[config.mk]
export PLATFORM = sky130hd
export DESIGN_NAME = fco_out
export DESIGN_NICKNAME = d
export VERILOG_FILES = /design/src/rtl/fco_pkg.sv /design/src/rtl/fco_reenc.sv /design/src/rtl/fco_burst.sv /design/src/rtl/fco_out.sv
export SDC_FILE = /design/constraint.sdc
export NUM_CORES = 1
export LEC_CHECK = 0
export BUFFER_PORTS_ARGS = -buffer_cell sky130_fd_sc_hd__buf_2
export CORE_MARGIN = 2
export CORE_UTILIZATION = 45
export CTS_CLUSTER_DIAMETER = 30
export CTS_CLUSTER_SIZE = 16
export DETAILED_ROUTE_END_ITERATION = 16
export MAX_ROUTING_LAYER = met4
export PLACE_DENSITY = 0.7
export SLEW_MARGIN = 20
export SYNTH_ARGS = -nofsm -noshare
export SYNTH_HDL_FRONTEND = slang
export SYNTH_SLANG_ARGS = --single-unit
[constraint.sdc]
create_clock -name clk -period 2.4 [get_ports clk]
set_input_delay 0.36 -clock clk [delete_from_list [all_inputs] [get_ports clk]]
set_output_delay 0.36 -clock clk [all_outputs]
set_load 0.05 [all_outputs]
[src/rtl/fco_pkg.sv]
package fco_pkg;
  localparam int unsigned CL     = 7;
  localparam int unsigned N_CODE = 4;
  localparam int unsigned HIST_W = CL - 1;

  typedef logic [CL-1:0]     gen_t;
  typedef logic [N_CODE-1:0] code_t;

  localparam gen_t GENS [N_CODE] = '{7'o133, 7'o171, 7'o145, 7'o133};

  function automatic code_t reencode(input gen_t win);
    code_t r;
    for (int i = 0; i < N_CODE; i++) r[i] = ^(win & GENS[i]);
    return r;
  endfunction
endpackage

[src/rtl/fco_reenc.sv]
module fco_reenc
  import fco_pkg::*;
(
  input  logic  clk,
  input  logic  rst_n,
  input  logic  take,
  input  logic  bit_in,
  input  logic  frame_start,
  input  code_t rx_code,
  input  code_t rx_present,
  output logic  mismatch
);
  logic [HIST_W-1:0] hist_q, hist_nxt, hist_base;
  gen_t              win;
  code_t             expect_code;

  always_comb begin
    hist_base   = frame_start ? '0 : hist_q;
    win         = {bit_in, hist_base};
    expect_code = reencode(win);
    mismatch    = |((expect_code ^ rx_code) & rx_present);
    hist_nxt    = hist_q;
    if (take) hist_nxt = {bit_in, hist_base[HIST_W-1:1]};
  end

  always_ff @(posedge clk or negedge rst_n) begin
    if (!rst_n) hist_q <= '0;
    else        hist_q <= hist_nxt;
  end

  // punctured-only input can never report a mismatch
  p_punct_quiet_r7: assert property (@(posedge clk) disable iff (!rst_n)
    (rx_present == '0) |-> !mismatch);
endmodule

[src/rtl/fco_burst.sv]
module fco_burst #(
  parameter int unsigned HALF_P = 8
) (
  input  logic clk,
  input  logic rst_n,
  input  logic take,
  output logic burst_clk
);
  localparam int unsigned CNT_W = $clog2(HALF_P + 1) + 1;

  logic             clk_q, clk_nxt;
  logic [CNT_W-1:0] cnt_q, cnt_nxt;

  always_comb begin
    clk_nxt = clk_q;
    cnt_nxt = cnt_q;
    if (take) begin
      clk_nxt = 1'b0;
      cnt_nxt = CNT_W'(1);
    end else if (!clk_q) begin
      if (cnt_q == CNT_W'(HALF_P)) clk_nxt = 1'b1;
      else                         cnt_nxt = cnt_q + CNT_W'(1);
    end
  end

  always_ff @(posedge clk or negedge rst_n) begin
    if (!rst_n) begin
      clk_q <= 1'b1;
      cnt_q <= '0;
    end else begin
      clk_q <= clk_nxt;
      cnt_q <= cnt_nxt;
    end
  end

  assign burst_clk = clk_q;
endmodule

[src/rtl/fco_out.sv]
module fco_out
  import fco_pkg::*;
#(
  parameter int unsigned HALF_P = 8
) (
  input  logic       clk,
  input  logic       rst_n,
  input  logic       bit_valid,
  input  logic       bit_data,
  input  logic       frame_start,
  input  logic [3:0] rx_code,
  input  logic [3:0] rx_present,
  input  logic       is_fic,
  input  logic       subch_start,
  input  logic       mode_sel,
  output logic       sc_clk,
  output logic       sc_data,
  output logic       sc_err,
  output logic       sc_win
);
  localparam int unsigned GAP_MAX = 2 * HALF_P;
  localparam int unsigned GAP_W   = $clog2(GAP_MAX + 1) + 1;

  logic mismatch;
  logic data_q, err_q, win_q;
  logic data_nxt, err_nxt, win_nxt;

  fco_reenc u_reenc (
    .clk         (clk),
    .rst_n       (rst_n),
    .take        (bit_valid),
    .bit_in      (bit_data),
    .frame_start (frame_start),
    .rx_code     (rx_code),
    .rx_present  (rx_present),
    .mismatch    (mismatch)
  );

  fco_burst #(.HALF_P(HALF_P)) u_burst (
    .clk       (clk),
    .rst_n     (rst_n),
    .take      (bit_valid),
    .burst_clk (sc_clk)
  );

  always_comb begin
    data_nxt = data_q;
    err_nxt  = err_q;
    win_nxt  = win_q;
    if (bit_valid) begin
      data_nxt = bit_data;
      err_nxt  = mismatch;
      win_nxt  = mode_sel ? is_fic : subch_start;
    end
  end

  always_ff @(posedge clk or negedge rst_n) begin
    if (!rst_n) begin
      data_q <= 1'b0;
      err_q  <= 1'b0;
      win_q  <= 1'b0;
    end else begin
      data_q <= data_nxt;
      err_q  <= err_nxt;
      win_q  <= win_nxt;
    end
  end

  assign sc_data = data_q;
  assign sc_err  = err_q;
  assign sc_win  = win_q;

  // Assertion support: cycles since the last accepted bit (saturating)
  logic [GAP_W-1:0] gap_q;
  always_ff @(posedge clk or negedge rst_n) begin
    if (!rst_n)                       gap_q <= GAP_W'(GAP_MAX);
    else if (bit_valid)               gap_q <= GAP_W'(1);
    else if (gap_q < GAP_W'(GAP_MAX)) gap_q <= gap_q + GAP_W'(1);
  end

  p_spacing_r10: assert property (@(posedge clk) disable iff (!rst_n)
    bit_valid |-> (gap_q >= GAP_W'(GAP_MAX)));

  p_low_phase_r2: assert property (@(posedge clk) disable iff (!rst_n)
    (gap_q <= GAP_W'(HALF_P)) |-> !sc_clk);

  p_high_phase_r2: assert property (@(posedge clk) disable iff (!rst_n)
    (gap_q > GAP_W'(HALF_P)) |-> sc_clk);

  p_stable_r9: assert property (@(posedge clk) disable iff (!rst_n)
    !$fell(sc_clk) |-> $stable({sc_data, sc_err, sc_win}));

  p_win_fic_r4: assert property (@(posedge clk) disable iff (!rst_n)
    (bit_valid && mode_sel) |=> (sc_win == $past(is_fic)));

  p_win_sub_r5: assert property (@(posedge clk) disable iff (!rst_n)
    (bit_valid && !mode_sel) |=> (sc_win == $past(subch_start)));

  p_punct_flag_r7: assert property (@(posedge clk) disable iff (!rst_n)
    (bit_valid && rx_present == 4'h0) |=> !sc_err);
endmodule

# ---- Yosys cells after proc, flatten, opt, wreduce, memory -nomap -nowiden
# Cells that the tools add are included.
dict set report totals {
  reg_bits 15
  inputBits 16
  output_inout_bits 4
  elab_cells 25
}
dict set report classes {
  addsub 1
  n_eq_ne 3
  mux 8
  n_bitwise 2
  reduce_logical 5
}
# cell n
set op_table {}
lappend op_table {{$reduce_xor 7->1} 3}
lappend op_table {{$mux 5} 3}
lappend op_table {{$mux 6} 1}
lappend op_table {{$add 5x1->5 const B} 1}
lappend op_table {{$eq 5x4->1 const B} 1}
lappend op_table {{$and 4x4->4} 1}
lappend op_table {{$mux 1} 4}
lappend op_table {{$ne 2x2->1 const B} 2}
lappend op_table {{$reduce_or 4->1} 1}
lappend op_table {{$xor 4x4->4} 1}
lappend op_table {{$reduce_and 2->1} 1}

# ---- Depth between registers and ports, before layout
dict set report logic_depth {
  depth_word 5
  depth_mapped 7
  depth_no_buf 7
}

# ---- Hierarchy
# Synthesis repeated with hierarchy kept, for this count alone.
dict set report hier_totals {
  cells_unflattened 83
  hier_area_um2 912.1
}
# module instances cells_per_inst area_per_inst_um2 seq_area_each_um2
set modules_own_cells {}
lappend modules_own_cells {fco_reenc 1 46 481.7 150.1}
lappend modules_own_cells {fco_burst 1 29 314.1 151.4}
lappend modules_own_cells {fco_out 1 8 116.4 75.1}

# ---- Worst setup path after synthesis
# OpenSTA, ideal clock, no wires.
dict set report synth_timing {
  kind {register to register}
  start {reg u_reenc.hist_q[5]}
  end {reg err_q (netlist: sc_err)}
  setup_ns 0.126
  arrival_ns 1.793
  t_required_ns 2.274
  setup_slack_ns 0.480
  path_stages_with_launch 7
  cell_sequence {dfrtp_1 xnor2_1 nor2_1 xnor2_1 xnor2_1 a221o_1 o32a_1}
}
dict set report synth_via {
  elab_chain_cells 5
  word_cells_on_any_way 6
  classes_between {1 x mux; 2 x bitwise; 3 x reduce/logical}
}
# element line_no
set synth_rtl {}
lappend synth_rtl {{start: declaration} fco_reenc.sv:13} ;# logic [HIST_W-1:0] hist_q, hist_nxt, hist_base;
lappend synth_rtl {{start signal: assignment} fco_reenc.sv:28} ;# else hist_q <= hist_nxt;
lappend synth_rtl {{$mux 6 *} fco_reenc.sv:18} ;# hist_base = frame_start ? '0 : hist_q;
lappend synth_rtl {{$reduce_xor 7->1} fco_pkg.sv:13} ;# for (int i = 0; i < N_CODE; i++) r[i] = ^(win & GENS[i]);
lappend synth_rtl {{$xor 4x4->4 *} fco_reenc.sv:21} ;# mismatch = |((expect_code ^ rx_code) & rx_present);
lappend synth_rtl {{$and 4x4->4 *} fco_reenc.sv:21}
lappend synth_rtl {{$reduce_or 4->1 *} fco_reenc.sv:21}
lappend synth_rtl {{end signal: assignment} fco_out.sv:64} ;# err_q <= err_nxt;
lappend synth_rtl {{end: declaration} fco_out.sv:25} ;# logic data_q, err_q, win_q;
# Every way passes the cells marked *; elsewhere a longest branch is shown, timed or not.
# A chain may end at the register's enable or synchronous reset.

# ---- Final worst setup path
# Ends and elaborated chain as after synthesis.

==> run_results.csv <==
group,metric,value,unit
run_status,status,"complete, no violations",
floorplan,die_h,46.0,um
sta,finalCriticalPeriod,1740,ps
sta,post-route-period-util,72.7,%
setup_path,crit_path_frequent_cell,"xnor2_1",
setup_path,cp_max_fo,5,
clocking,root_buffer,"clkbuf_4",
logic_synthesis,ys_seq_elements,14,
setup_path,critical-path-slowest-cell,"dfrtp_1",
route,wirelength,1430,um
finish,drive_gt1_share,30.5,%
floorplan,die_w,46.0,um
floorplan,die_area,2110,um2
logic_synthesis,ys_types,25,
pwr,p_int,0.426,mW
sta,rsz0062_at_grt,"false",
global_routing,grt_first_pass_wirelength,2370,um
pwr,combPwrFrac,26.4,%
clocking,htreeDepth,1,
clocking,clkSinkCount,14,
floorplan,io_pins,20,
logic_synthesis,synth_nets,90,
finish,fillCellCount,157,
sta,final.setup_skew,4.81,ps
pwr,clock_power_share,28.2,%
sta,tns,0,ps
floorplan,rows,15,
pwr,p_leak,0.468,nW
placement,gp_congestion,0.750,
setup_path,start_kind,"flop",
placement,hpwl,1100,um
sta,hold_viol_final,0,
logic_synthesis,yosysSeqAreaShare,44.4,%
finish,syn_to_final_growth,19.1,%
floorplan,coreArea,1690,um2
pwr,cellPowerDensity,646,nW/um2
clocking,post_cts_buffers,0,
global_routing,grt_pass1_vias,551,
setup_path,critPathTopFamily,"compound AO/OA/AOI/OAI gates",
clocking,cts_made_buffers,3,
route,viasPerCell,5.04,
job,drv_cap,0,
sta,holdWs,340,ps
finish,n_antenna_cell,0,
route,drtIter0Drc,6,
sta,setup_viol,0,
route,wl_per_cell,12.8,um
setup_path,path_class,"reg -> reg",
min_path,hp-class,"in -> reg",
finish,multiInputGateArea,414,um2
pwr,fin_total_pwr,0.609,mW
placement,placed_cell_area,897,um2
setup_path,cp_num_buf_inv,0,
global_routing,grt_remaining_overflow,0,
clocking,cts_buffer_depth,2,
clocking,worstSkewPairLatency,280,ps
sta,max_clock_freq,0.573,GHz
global_routing,grt.total_usage,16.7,%
global_routing,grt_max_degree,15,
logic_synthesis,yosys_warnings,0,
logic_synthesis,syn_area_per_cell,11.0,um2
finish,nets,114,
setup_path,cp-end-kind,"flop",
route,drcViolationCount,0,
setup_path,crit_path_max_incr_delay,430,ps
setup_path,path_cells,"xnor2_1, nor2_1, xnor2_1, xnor2_1, a221o_1, o32a_1",
route,vias,565,
sta,drv_slew,0,
finish,finalInstanceArea,943,um2
logic_synthesis,synthCells,72,
pwr,p_switching,0.183,mW
pwr,p_sw_share,30.1,%
logic_synthesis,synth_area,792,um2
setup_path,cp.arrival,1910,ps
clocking,clkTransAtPathRegs,90,ps
pwr,ir_drop,0.327,mV
clocking,cts_tree,"built",
global_routing,antenna_found_initial,0,
floorplan,start_util,46.9,%
finish,final-seq-area,352,um2
route,drtAntennaViolNets,0,
pwr,pwr-share-seq,45.4,%
finish,post-route-util,55.9,%
placement,portBuffers,19,
setup_path,required,2570,ps
sta,slew_headroom,76.6,%
route,drt_first_pass_iters,2,
sta,worstMarginPinSlew,350,ps
-- flip-flops by register name, indices dropped and copies added (netlist names) --
signal             count
u_burst.cnt_q          5
u_burst.burst_clk      1
sc_err                 1
u_reenc.hist_q         6
sc_win                 1
-- what timing repair did --
action	4_1_cts	5_1_grt
resized for setup	0	0
hold buffers	1	0
hold endpoints to repair	13	0
-- logic make-up after synthesis --
group,count (synthesis),synth area share (%)
mux,4,5.37
compound gates,8,8.06
flops,14,44.4
fa+ha+maj,2,3.16
simple gates,23,13.9
xor+xnor,16,21.8
buf+inv,5,3.32
-- power by group through the flow --
stage	combinational [mW]	clock (mW)	sequential [mW]
CTS	0.164	0.178	0.277
global placement	0.157	0	0.281
global route	0.178	0.186	0.281
finish	0.161	0.172	0.277
floorplan	0.0942	0	0.305
detailed placement	0.162	0	0.282
-- through the flow --
stage               instances  worst slack, ps
global placement          107              678
global route              112              533
finish                    112              656
detailed placement        107              643
floorplan                  72              480
CTS                       112              644
-- Yosys cell counts --
library cell / n / share of area [%]
dfrtp_1: 13 / 41
nor2_1: 10 / 4.7
xnor2_1: 8 / 8.8
xor2_1: 6 / 6.6
inv_1: 4 / 1.9
nand2_1: 4 / 1.9
nor2b_1: 4 / 3.2
a22o_1: 2 / 2.2
ha_1: 2 / 3.2
mux2_2: 2 / 2.8
mux2i_1: 2 / 2.5
nand3_1: 2 / 1.3
a21oi_1: 1 / 0.63
a21oi_2: 1 / 1.1
a221o_1: 1 / 1.3
and2b_1: 1 / 0.95
buf_6: 1 / 1.4
dfstp_2: 1 / 3.3
nor3_1: 1 / 0.63
nor4bb_1: 1 / 1.3
o21ai_0: 1 / 0.63
o31ai_1: 1 / 0.95
o32a_1: 1 / 1.3
xnor3_2: 1 / 3.0
xnor3_4: 1 / 3.3
-- cell usage in the layout (no fill, tap or decap) --
| master | n |
|---|---|
| xnor3_2 | 1 |
| nor2_1 | 10 |
| ha_1 | 2 |
| nand3_1 | 2 |
| nor2b_1 | 4 |
| mux2i_1 | 2 |
| a21oi_1 | 1 |
| o21ai_0 | 1 |
| a22o_1 | 2 |
| mux2_2 | 2 |
| dlygate4sd3_1 | 1 |
| a21oi_2 | 1 |
| o31ai_1 | 1 |
| dfrtp_1 | 13 |
| xor2_1 | 6 |
| xnor2_1 | 8 |
| nor4bb_1 | 1 |
| a221o_1 | 1 |
| clkbuf_8 | 1 |
| dfstp_2 | 1 |
| nand2_1 | 4 |
| buf_2 | 19 |
| xnor3_4 | 1 |
| clkbuf_4 | 3 |
| nor3_1 | 1 |
| inv_1 | 4 |
| o32a_1 | 1 |
| and2b_1 | 1 |
-- layout make-up --
cell class	count	share of cell area, %
tap	17	2.25
timing repair buffer	20	11.1
sequential	14	37.3
multi-input combinational	53	43.9
inverter	4	1.59
clock buffer	4	3.85
-- path summary, 6_finish.rpt --
kind                                   startpoint  depth (start not counted)  slack, ps           endpoint
worst max register to register  u_reenc.hist_q[5]                          6        660             sc_err
worst min-delay path                  frame_start                          2        340  u_reenc.hist_q[0]
min in group asynchronous                   rst_n                          2        500   u_burst.cnt_q[3]
max in group asynchronous                   rst_n                          2       1610  u_burst.burst_clk
worst max-delay path            u_reenc.hist_q[5]                          6        660             sc_err
worst min register to register             sc_err                          1        510             sc_err
-- routing by layer --
layer / share of wire, % / global-route usage, % / wire length [um]
met2: 45 / 25.3 / 648
met1: 48 / 21.4 / 682
met4: 0.91 / 8.57 / 13
met5: 0 / - / 0
met3: 5.9 / 2.78 / 85
Note: power is estimated with default switching activity, not from simulation.
